<file path="config.mk">
export PLATFORM = sky130hd
export DESIGN_NAME = usb_ls_tx
export DESIGN_NICKNAME = d
export VERILOG_FILES = /design/src/rtl/usb_ls_tx_pkg.sv /design/src/rtl/usb_ls_tx_baud.sv /design/src/rtl/usb_ls_tx_nrzi.sv /design/src/rtl/usb_ls_tx.sv
export SDC_FILE = /design/constraint.sdc
export NUM_CORES = 1
export LEC_CHECK = 0
export ABC_AREA = 0
export BUFFER_PORTS_ARGS = -buffer_cell sky130_fd_sc_hd__buf_4
export CELL_PAD_IN_SITES_DETAIL_PLACEMENT = 2
export CELL_PAD_IN_SITES_GLOBAL_PLACEMENT = 2
export CORE_MARGIN = 3
export CORE_UTILIZATION = 25
export CTS_CLUSTER_DIAMETER = 50
export DETAILED_ROUTE_END_ITERATION = 6
export PLACE_DENSITY = 0.55
export REMOVE_ABC_BUFFERS = 1
export SLEW_MARGIN = 10
export SYNTH_ARGS = -nofsm -noshare
export SYNTH_HDL_FRONTEND = slang
export SYNTH_SLANG_ARGS = --single-unit
</file>
<file path="constraint.sdc">
create_clock -name clk -period 5.3 [get_ports clk]
set_input_delay 0.795 -clock clk [delete_from_list [all_inputs] [get_ports clk]]
set_output_delay 0.795 -clock clk [all_outputs]
set_load 0.005 [all_outputs]
</file>
<file path="src/rtl/usb_ls_tx_pkg.sv">
package usb_ls_tx_pkg;

    typedef enum logic [2:0] {
        S_IDLE,
        S_PREP,
        S_ACQ,
        S_SEND,
        S_EOP,
        S_JIDLE
    } tx_state_e;

    localparam logic [7:0] SYNC_PATTERN = 8'h80;
    localparam int         RUN_LIMIT    = 6;

endpackage

</file>
<file path="src/rtl/usb_ls_tx_baud.sv">
module usb_ls_tx_baud #(
    parameter int CLKS_PER_BIT = 8
) (
    input  logic clk,
    input  logic rst_n,
    input  logic run,
    output logic tick
);
    localparam int                CNT_W = (CLKS_PER_BIT > 1) ? $clog2(CLKS_PER_BIT) : 1;
    localparam logic [CNT_W-1:0]  LAST  = CNT_W'(CLKS_PER_BIT - 1);

    logic [CNT_W-1:0] cnt_q;

    always_ff @(posedge clk or negedge rst_n) begin
        if (!rst_n) begin
            cnt_q <= '0;
        end else if (!run || cnt_q == LAST) begin
            cnt_q <= '0;
        end else begin
            cnt_q <= cnt_q + CNT_W'(1);
        end
    end

    assign tick = run && (cnt_q == LAST);

endmodule

</file>
<file path="src/rtl/usb_ls_tx_nrzi.sv">
module usb_ls_tx_nrzi
    import usb_ls_tx_pkg::*;
(
    input  logic clk,
    input  logic rst_n,
    input  logic clr_run,
    input  logic step,
    input  logic bit_in,
    input  logic go_se0,
    input  logic go_j,
    output logic stuff_due,
    output logic dp,
    output logic dm
);
    logic       lvl_q;
    logic       se0_q;
    logic [2:0] ones_q;

    assign stuff_due = (ones_q == 3'(RUN_LIMIT));

    always_ff @(posedge clk or negedge rst_n) begin
        if (!rst_n) begin
            lvl_q  <= 1'b1;
            se0_q  <= 1'b0;
            ones_q <= '0;
        end else begin
            if (go_j) begin
                lvl_q <= 1'b1;
                se0_q <= 1'b0;
            end else if (go_se0) begin
                se0_q <= 1'b1;
            end else if (step) begin
                if (stuff_due || !bit_in) begin
                    lvl_q  <= ~lvl_q;
                    ones_q <= '0;
                end else begin
                    ones_q <= ones_q + 3'd1;
                end
            end
            if (clr_run) begin
                ones_q <= '0;
            end
        end
    end

    assign dp = ~se0_q & ~lvl_q;
    assign dm = ~se0_q &  lvl_q;

endmodule

</file>
<file path="src/rtl/usb_ls_tx.sv">
module usb_ls_tx
    import usb_ls_tx_pkg::*;
#(
    parameter int CLKS_PER_BIT = 8,
    parameter int MAX_BYTES    = 12,
    localparam int CW          = $clog2(MAX_BYTES + 1),
    localparam int AW          = $clog2(MAX_BYTES)
) (
    input  logic          clk,
    input  logic          rst_n,
    input  logic          start,
    input  logic [CW-1:0] byte_count,
    input  logic          addr_pend,
    output logic          rd_en,
    output logic [AW-1:0] rd_addr,
    input  logic [7:0]    rd_data,
    output logic          dp,
    output logic          dm,
    output logic          oe,
    output logic          busy,
    output logic          done,
    output logic          addr_commit
);
    tx_state_e     state_q, state_d;
    logic          tick;
    logic          stuff_due;
    logic          start_ok;
    logic          emit;
    logic          consume;
    logic          go_se0;
    logic          go_j;
    logic [7:0]    sh_q;
    logic [7:0]    nxt_q;
    logic [2:0]    bi_q;
    logic [CW-1:0] rem_q;
    logic          rd_pend_q;
    logic          all_sent_q;
    logic          eop_half_q;

    assign start_ok = start
                   && (byte_count >= CW'(2))
                   && (byte_count <= CW'(MAX_BYTES));

    usb_ls_tx_baud #(.CLKS_PER_BIT(CLKS_PER_BIT)) u_baud (
        .clk   (clk),
        .rst_n (rst_n),
        .run   (state_q != S_IDLE),
        .tick  (tick)
    );

    assign go_se0  = tick && (state_q == S_SEND) && all_sent_q && !stuff_due;
    assign go_j    = tick && (state_q == S_EOP) && eop_half_q;
    assign emit    = tick && ((state_q == S_ACQ) ||
                              ((state_q == S_SEND) && !(all_sent_q && !stuff_due)));
    assign consume = emit && !stuff_due && !all_sent_q;

    usb_ls_tx_nrzi u_nrzi (
        .clk       (clk),
        .rst_n     (rst_n),
        .clr_run   (state_q == S_IDLE),
        .step      (emit),
        .bit_in    (sh_q[0]),
        .go_se0    (go_se0),
        .go_j      (go_j),
        .stuff_due (stuff_due),
        .dp        (dp),
        .dm        (dm)
    );

    // State register
    always_ff @(posedge clk or negedge rst_n) begin
        if (!rst_n) begin
            state_q <= S_IDLE;
        end else begin
            state_q <= state_d;
        end
    end

    // Next state
    always_comb begin
        state_d = state_q;
        unique case (state_q)
            S_IDLE:  if (start_ok)               state_d = S_PREP;
            S_PREP:  if (tick)                   state_d = S_ACQ;
            S_ACQ:   if (tick)                   state_d = S_SEND;
            S_SEND:  if (go_se0)                 state_d = S_EOP;
            S_EOP:   if (go_j)                   state_d = S_JIDLE;
            S_JIDLE: if (tick)                   state_d = S_IDLE;
            default:                             state_d = S_IDLE;
        endcase
    end

    // State-decoded outputs
    always_comb begin
        oe   = 1'b0;
        busy = 1'b1;
        unique case (state_q)
            S_IDLE:  busy = 1'b0;
            S_PREP:  oe   = 1'b0;
            S_ACQ,
            S_SEND,
            S_EOP,
            S_JIDLE: oe   = 1'b1;
            default: busy = 1'b0;
        endcase
    end

    // Byte path, prefetch and pulses
    always_ff @(posedge clk or negedge rst_n) begin
        if (!rst_n) begin
            sh_q        <= '0;
            nxt_q       <= '0;
            bi_q        <= '0;
            rem_q       <= '0;
            rd_en       <= 1'b0;
            rd_addr     <= '0;
            rd_pend_q   <= 1'b0;
            all_sent_q  <= 1'b0;
            eop_half_q  <= 1'b0;
            done        <= 1'b0;
            addr_commit <= 1'b0;
        end else begin
            rd_en       <= 1'b0;
            done        <= 1'b0;
            addr_commit <= 1'b0;
            rd_pend_q   <= rd_en;
            if (rd_pend_q) begin
                nxt_q <= rd_data;
            end
            if (state_q == S_IDLE && start_ok) begin
                sh_q       <= SYNC_PATTERN;
                bi_q       <= '0;
                rem_q      <= byte_count - CW'(1);
                all_sent_q <= 1'b0;
                eop_half_q <= 1'b0;
                rd_en      <= 1'b1;
                rd_addr    <= '0;
            end
            if (consume) begin
                sh_q <= {1'b0, sh_q[7:1]};
                bi_q <= bi_q + 3'd1;
                if (bi_q == 3'd7) begin
                    if (rem_q == '0) begin
                        all_sent_q <= 1'b1;
                    end else begin
                        sh_q  <= nxt_q;
                        rem_q <= rem_q - CW'(1);
                        if (rem_q > CW'(1)) begin
                            rd_en   <= 1'b1;
                            rd_addr <= rd_addr + AW'(1);
                        end
                    end
                end
            end
            if (go_se0) begin
                addr_commit <= addr_pend;
            end
            if (tick && state_q == S_EOP) begin
                eop_half_q <= 1'b1;
            end
            if (tick && state_q == S_JIDLE) begin
                done <= 1'b1;
            end
        end
    end

endmodule

</file>
* Word level (Yosys, flattened, before mapping) *
Cells that the tools add are included.

word-level totals
  register bits = 44
  latch bits = 0
  RAM bits = 0
  ROM bits = 0
  input port bits = 16
  word-level logic and storage cells = 132
  memories kept = 0

operators by class
  $add $sub $neg = 6
  $mul = 0
  divide/modulo/power cells = 0
  magnitude comparators = 3
  equal/unequal tests = 17
  shift operators = 0
  mux-type cells = 49
  bitwise gates (word level) = 4
  reduce and logical (&&, ||, !) cells = 37

operators with widths
  kind                                                                             count
  3-bit two-way mux                                                                14
  4-bit two-way mux                                                                9
  8-bit two-way mux                                                                4
  1-bit two-way mux                                                                21
  3-bit one-hot mux with 6 select lines                                            1
  3-bit equality test, second input constant                                       5
  1-bit logical AND                                                                15
  2-bit inequality test, second input constant                                     6
  2-bit nonzero test                                                               6
  3-bit by 1-bit adder with 3-bit output, second input constant                    3
  4-bit by 1-bit subtractor with 4-bit output, second input constant               2
  3-bit by 2-bit equality test with 1-bit output, second input constant            2
  2-bit by 1-bit inequality test with 1-bit output, second input constant          3
  3-bit AND reduction                                                              2
  6-bit AND reduction                                                              1
  1-bit logical NOT                                                                5
  5-bit OR reduction                                                               1
  4-bit by 1-bit adder with 4-bit output, second input constant                    1
  4-bit by 2-bit >= comparator with 1-bit output, second input constant            1
  4-bit by 1-bit greater-than comparator with 1-bit output, second input constant  1
  4-bit <= comparator, second input constant                                       1
  4-bit logical NOT                                                                1
  4-bit OR reduction                                                               1
  3-bit by 1-bit equality test with 1-bit output, second input constant            1
  other kinds (5)                                                                  9

* Longest topological paths before layout *
  depth in word-level cells = 11
  depth in mapped cells = 8
  depth with buffers taken out = 6

* By module *
From an unflattened synthesis, not the netlist that was laid out.

second synthesis, totals
  cells, all modules = 213
  area, all modules = 2279.7 sq um

by module, submodules not included
  module          instances  cells an instance  area each (sq um)
  usb_ls_tx       1          173                1844.3
  usb_ls_tx_nrzi  1          31                 297.8
  usb_ls_tx_baud  1          9                  137.6

* Worst setup path before layout *
OpenSTA, ideal clock, no wires.

  path kind = input -> register
  from = in byte_count[0]
  to = reg rem_q[3]
  setup time = 0.111 ns
  data arrival time = 1.922 ns
  data required time = 5.189 ns
  setup slack = 3.267 ns
  cell stages on the path = 6
  buffers on the path = 1
  cell sequence = inv_1 > ha_1 > o41a_1 > and3_1 > buf_2 > a222oi_1

on the way
  word-level cells in the longest chain between the ends = 8
  elaborated cells between the ends (all ways) = 10
  those cells by class = add/sub (1); order compare (2); mux (4); reduce/logical (3)

RTL lines
  element                                         line              source
  start, declared                                 usb_ls_tx.sv:12   input logic [CW-1:0] byte_count,
  4-bit by 2-bit >= comparator with 1-bit output  usb_ls_tx.sv:41   && (byte_count >= CW'(2))
  1-bit logical AND                               usb_ls_tx.sv:41
  1-bit logical AND                               usb_ls_tx.sv:42   && (byte_count <= CW'(MAX_BYTES));
  1-bit logical AND                               usb_ls_tx.sv:130  if (state_q == S_IDLE && start_ok) begin
  4-bit two-way mux *                             usb_ls_tx.sv:130
  4-bit two-way mux                               usb_ls_tx.sv:143  if (rem_q == '0) begin
  4-bit two-way mux                               usb_ls_tx.sv:142  if (bi_q == 3'd7) begin
  4-bit two-way mux *                             usb_ls_tx.sv:139  if (consume) begin
  end signal, assigned                            usb_ls_tx.sv:133  rem_q <= byte_count - CW'(1);
  end signal, assigned                            usb_ls_tx.sv:147  rem_q <= rem_q - CW'(1);
  end, declared                                   usb_ls_tx.sv:35   logic [CW-1:0] rem_q;

Every way passes the cells marked *; elsewhere a longest branch is shown, timed or not.
A chain may end at the register's enable or synchronous reset.

* Worst setup path after layout *
  from = in byte_count[0]
  to = reg rd_addr[2]

on the way
  word-level cells in the longest chain between the ends = 9
  elaborated cells between the ends (all ways) = 10
  those cells by class = order compare (2); mux (5); reduce/logical (3)

RTL lines
  element                                         line              source
  4-bit by 2-bit >= comparator with 1-bit output  usb_ls_tx.sv:41
  1-bit logical AND                               usb_ls_tx.sv:41
  1-bit logical AND *                             usb_ls_tx.sv:42
  1-bit logical AND *                             usb_ls_tx.sv:130
  4-bit two-way mux *                             usb_ls_tx.sv:130
  4-bit two-way mux                               usb_ls_tx.sv:148  if (rem_q > CW'(1)) begin
  4-bit two-way mux                               usb_ls_tx.sv:143
  4-bit two-way mux                               usb_ls_tx.sv:142
  4-bit two-way mux *                             usb_ls_tx.sv:139
  end signal, assigned                            usb_ls_tx.sv:150  rd_addr <= rd_addr + AW'(1);
  end, declared                                   usb_ls_tx.sv:15   output logic [AW-1:0] rd_addr,

Marks and branches as above.

==> out/metrics.yaml <==
cts:
  cts.sinks: 44
  clockBufferDepth: 2
  cts-root-buf: "clkbuf_8"
  holdBufCountCts: 0
  cts_tree: "built"
  post_cts_buffers: 0
  cts_made_buffers: 5
  clk_pin_slew_ns: 0.08
  clkLatencyLatePin_ns: 0.29
  cts_max_level: 2
  ctsResizeCount: 0
synthesis:
  syn_inst: 206
  yosysSeqAreaShare_pct: 49.36
  netlist_area_um2: 2233
  async_flop_share_pct: 100.0
  synth_warnings: 0
  synth_area_per_cell_um2: 10.84
  synthFlopType: "dfrtp_1"
  ys_seq_elements: 44
  synth_cell_type_count: 50
  synth_edf_count: 0
die:
  dieArea_um2: 10100
  fp.dieH_um: 100.5
  die_x_um: 100.5
  ioPinCount: 27
  coreArea_um2: 8423
  rows: 33
  initial_core_util_pct: 26.52
sta:
  hold_viol: 0
  fin_crit_sh_pct: 45.71
  max_freq_ghz: 0.4127
  post-route-min-period_ns: 2.423
  slew_headroom_pct: 48.36
  tightest_slew_ns: 0.7725
  setup_viol: 0
  fin_tns_setup_ns: 0
  whs_ns: 0.4210
  slew_viol_final: 0
  rsz0062_at_grt: "false"
  finClkSkew_ns: 0.004406
routing:
  firstDrtPassIters: 4
  drt-total-wl_um: 5105
  drt_iter0_markers: 66
  drcViolationCount: 0
  vias: 1610
  drtAntennaViolNets: 0
  routed_via_density: 4.792
  wl_per_cell_um: 15.19
global_routing:
  grt_remaining_overflow: 0
  grt_pass1_wl_um: 9059
  gr-usage-all-layers_pct: 11.24
  grt_max_degree: 45
  antenna_found_initial: 0
  grt_pass1_vias: 1811
final_layout:
  final_cell_mix: "43 x dfrtp_1, 26 x buf_4, 16 x nand2_1"
  diodes: 0
  syn2layout_area_growth_pct: 16.25
  final_common_cell: "dfrtp_1"
  fill_cells: 955
  post-route-util_pct: 30.82
  drive_gt1_share_pct: 21.65
  final_nets: 259
critical_path:
  worstPathArrival_ns: 2.64
  r2r-end: "rem_q[3]"
  crit_type: "input pin to flip-flop"
  start_kind: "input pin"
  crit_fanout: 16
  r2r_slack_ns: 2.97
  r2r_start: "u_baud.cnt_q[0]"
  worstSetupEndpointType: "flip-flop"
  r2r_cells: 6
  crit_required_ns: 5.51
worst_hold_path:
  holdPathEnd: "rd_pend_q"
  worst_hold_path_type: "flip-flop to flip-flop"
  worstHoldStart: "rd_en"
  whs_path_depth: 0
place:
  io_buffers: 26
  routabilityCongestion: 0.6900
  hpwl_um: 3638
power_and_ir_drop:
  p_leak_nw: 1.229
  power.density_nw_per_um2: 253.1
  irDropWorstVdd_mv: 0.1003
  power_mw: 0.6570
run_status:
  status: "complete, no violations"
job:
  maxCapViolations: 0
==> synthesized netlist by cell type, types with 2 or more instances <==
cell | n | area [um2]
dfrtp_1 | 43 | 1076
nand2_1 | 16 | 60.06
nand3_1 | 15 | 75.07
mux2i_1 | 13 | 130.1
ha_1 | 12 | 150.1
o21ai_0 | 12 | 60.06
inv_1 | 11 | 41.29
a21oi_1 | 9 | 45.04
mux2_2 | 8 | 90.09
nor2_1 | 8 | 30.03
nor3_1 | 5 | 25.02
and2_1 | 3 | 18.77
buf_2 | 3 | 15.01
clkbuf_1 | 3 | 11.26
nor3b_1 | 3 | 22.52
or3_1 | 3 | 18.77
xor2_1 | 3 | 26.28
nand2b_1 | 2 | 12.51
o21a_1 | 2 | 15.01
o31ai_1 | 2 | 15.01
==> per-layer routing <==
metal	vias to the layer above	track usage, %	part of all wire [%]	wire length (um)
met1	810	14.94	47	2423
met3	5	2.076	2.1	109
met2	18	18.60	49	2513
met4	0	3.420	1.2	59
met5	-	0	0	0
li1	777	-	-	-
==> logic make-up (layout without fill, tap and decap cells) <==
kind of cell             Yosys count  in the layout  share of synthesized area [%]
adder cells (fa/ha/maj)           12             12                          6.723
AND/OR/NAND/NOR                   67             67                          16.81
XOR/XNOR                           4              4                          1.569
AO/OA/AOI/OAI                     39             39                          11.82
multiplexers                      21             21                          9.860
flip-flops                        44             44                          49.36
buffers and inverters             19             44                          3.865
==> worst max path at each step <==
stage | depth (start not counted) | slack [ns] | endpoint | startpoint
after floorplan | 6 | 3.15 | rd_addr[2] | byte_count[0]
after global placement | 7 | 2.68 | rd_addr[2] | byte_count[0]
after detailed placement | 7 | 2.53 | rd_addr[2] | byte_count[0]
after CTS | 7 | 2.84 | rd_addr[2] | byte_count[0]
after global routing | 4 | 2.72 | rd_addr[0] | state_q[1]
final | 7 | 2.88 | rd_addr[2] | byte_count[0]
==> registers in the layout (all words and copies together) (netlist names), 3 cells and up <==
name / count
bi_q: 3
nxt_q: 8
rd_addr: 4
rem_q: 4
sh_q: 8
state_q: 3
u_baud.cnt_q: 3
u_nrzi.ones_q: 3
==> power breakdown <==
part | switching (mW) | internal [mW]
combinational | 0.0447 | 0.0399
clock | 0.117 | 0.0895
sequential | 0.0137 | 0.353
==> critical path: stages <==
cell and delay [ns]:
buf_4 0.09, inv_1 0.06, ha_1 0.19, o41a_1 0.36
nand3_1 0.57, o21ai_0 0.34, o21ai_0 0.23
==> through the flow <==
stage	area, um2	setup WS (ns)	instances
floorplan	2188	3.154	198
finish	2596	2.877	336
global route	2596	2.723	336
CTS	2596	2.838	336
global placement	2515	2.679	329
detailed placement	2515	2.532	329
==> area by class of cell <==
type                            count  area [um2]  share of cell area, %
Sequential cell                    44        1102                  42.46
Multi-Input combinational cell    143        1045                  40.24
Timing Repair Buffer               26       195.2                  7.518
Tap cell                          105       131.4                  5.060
Clock buffer                        5       68.82                  2.651
Inverter                           11       41.29                  1.590
Clock inverter                      2       12.51                 0.4819
(Power assumes the default switching activity.)
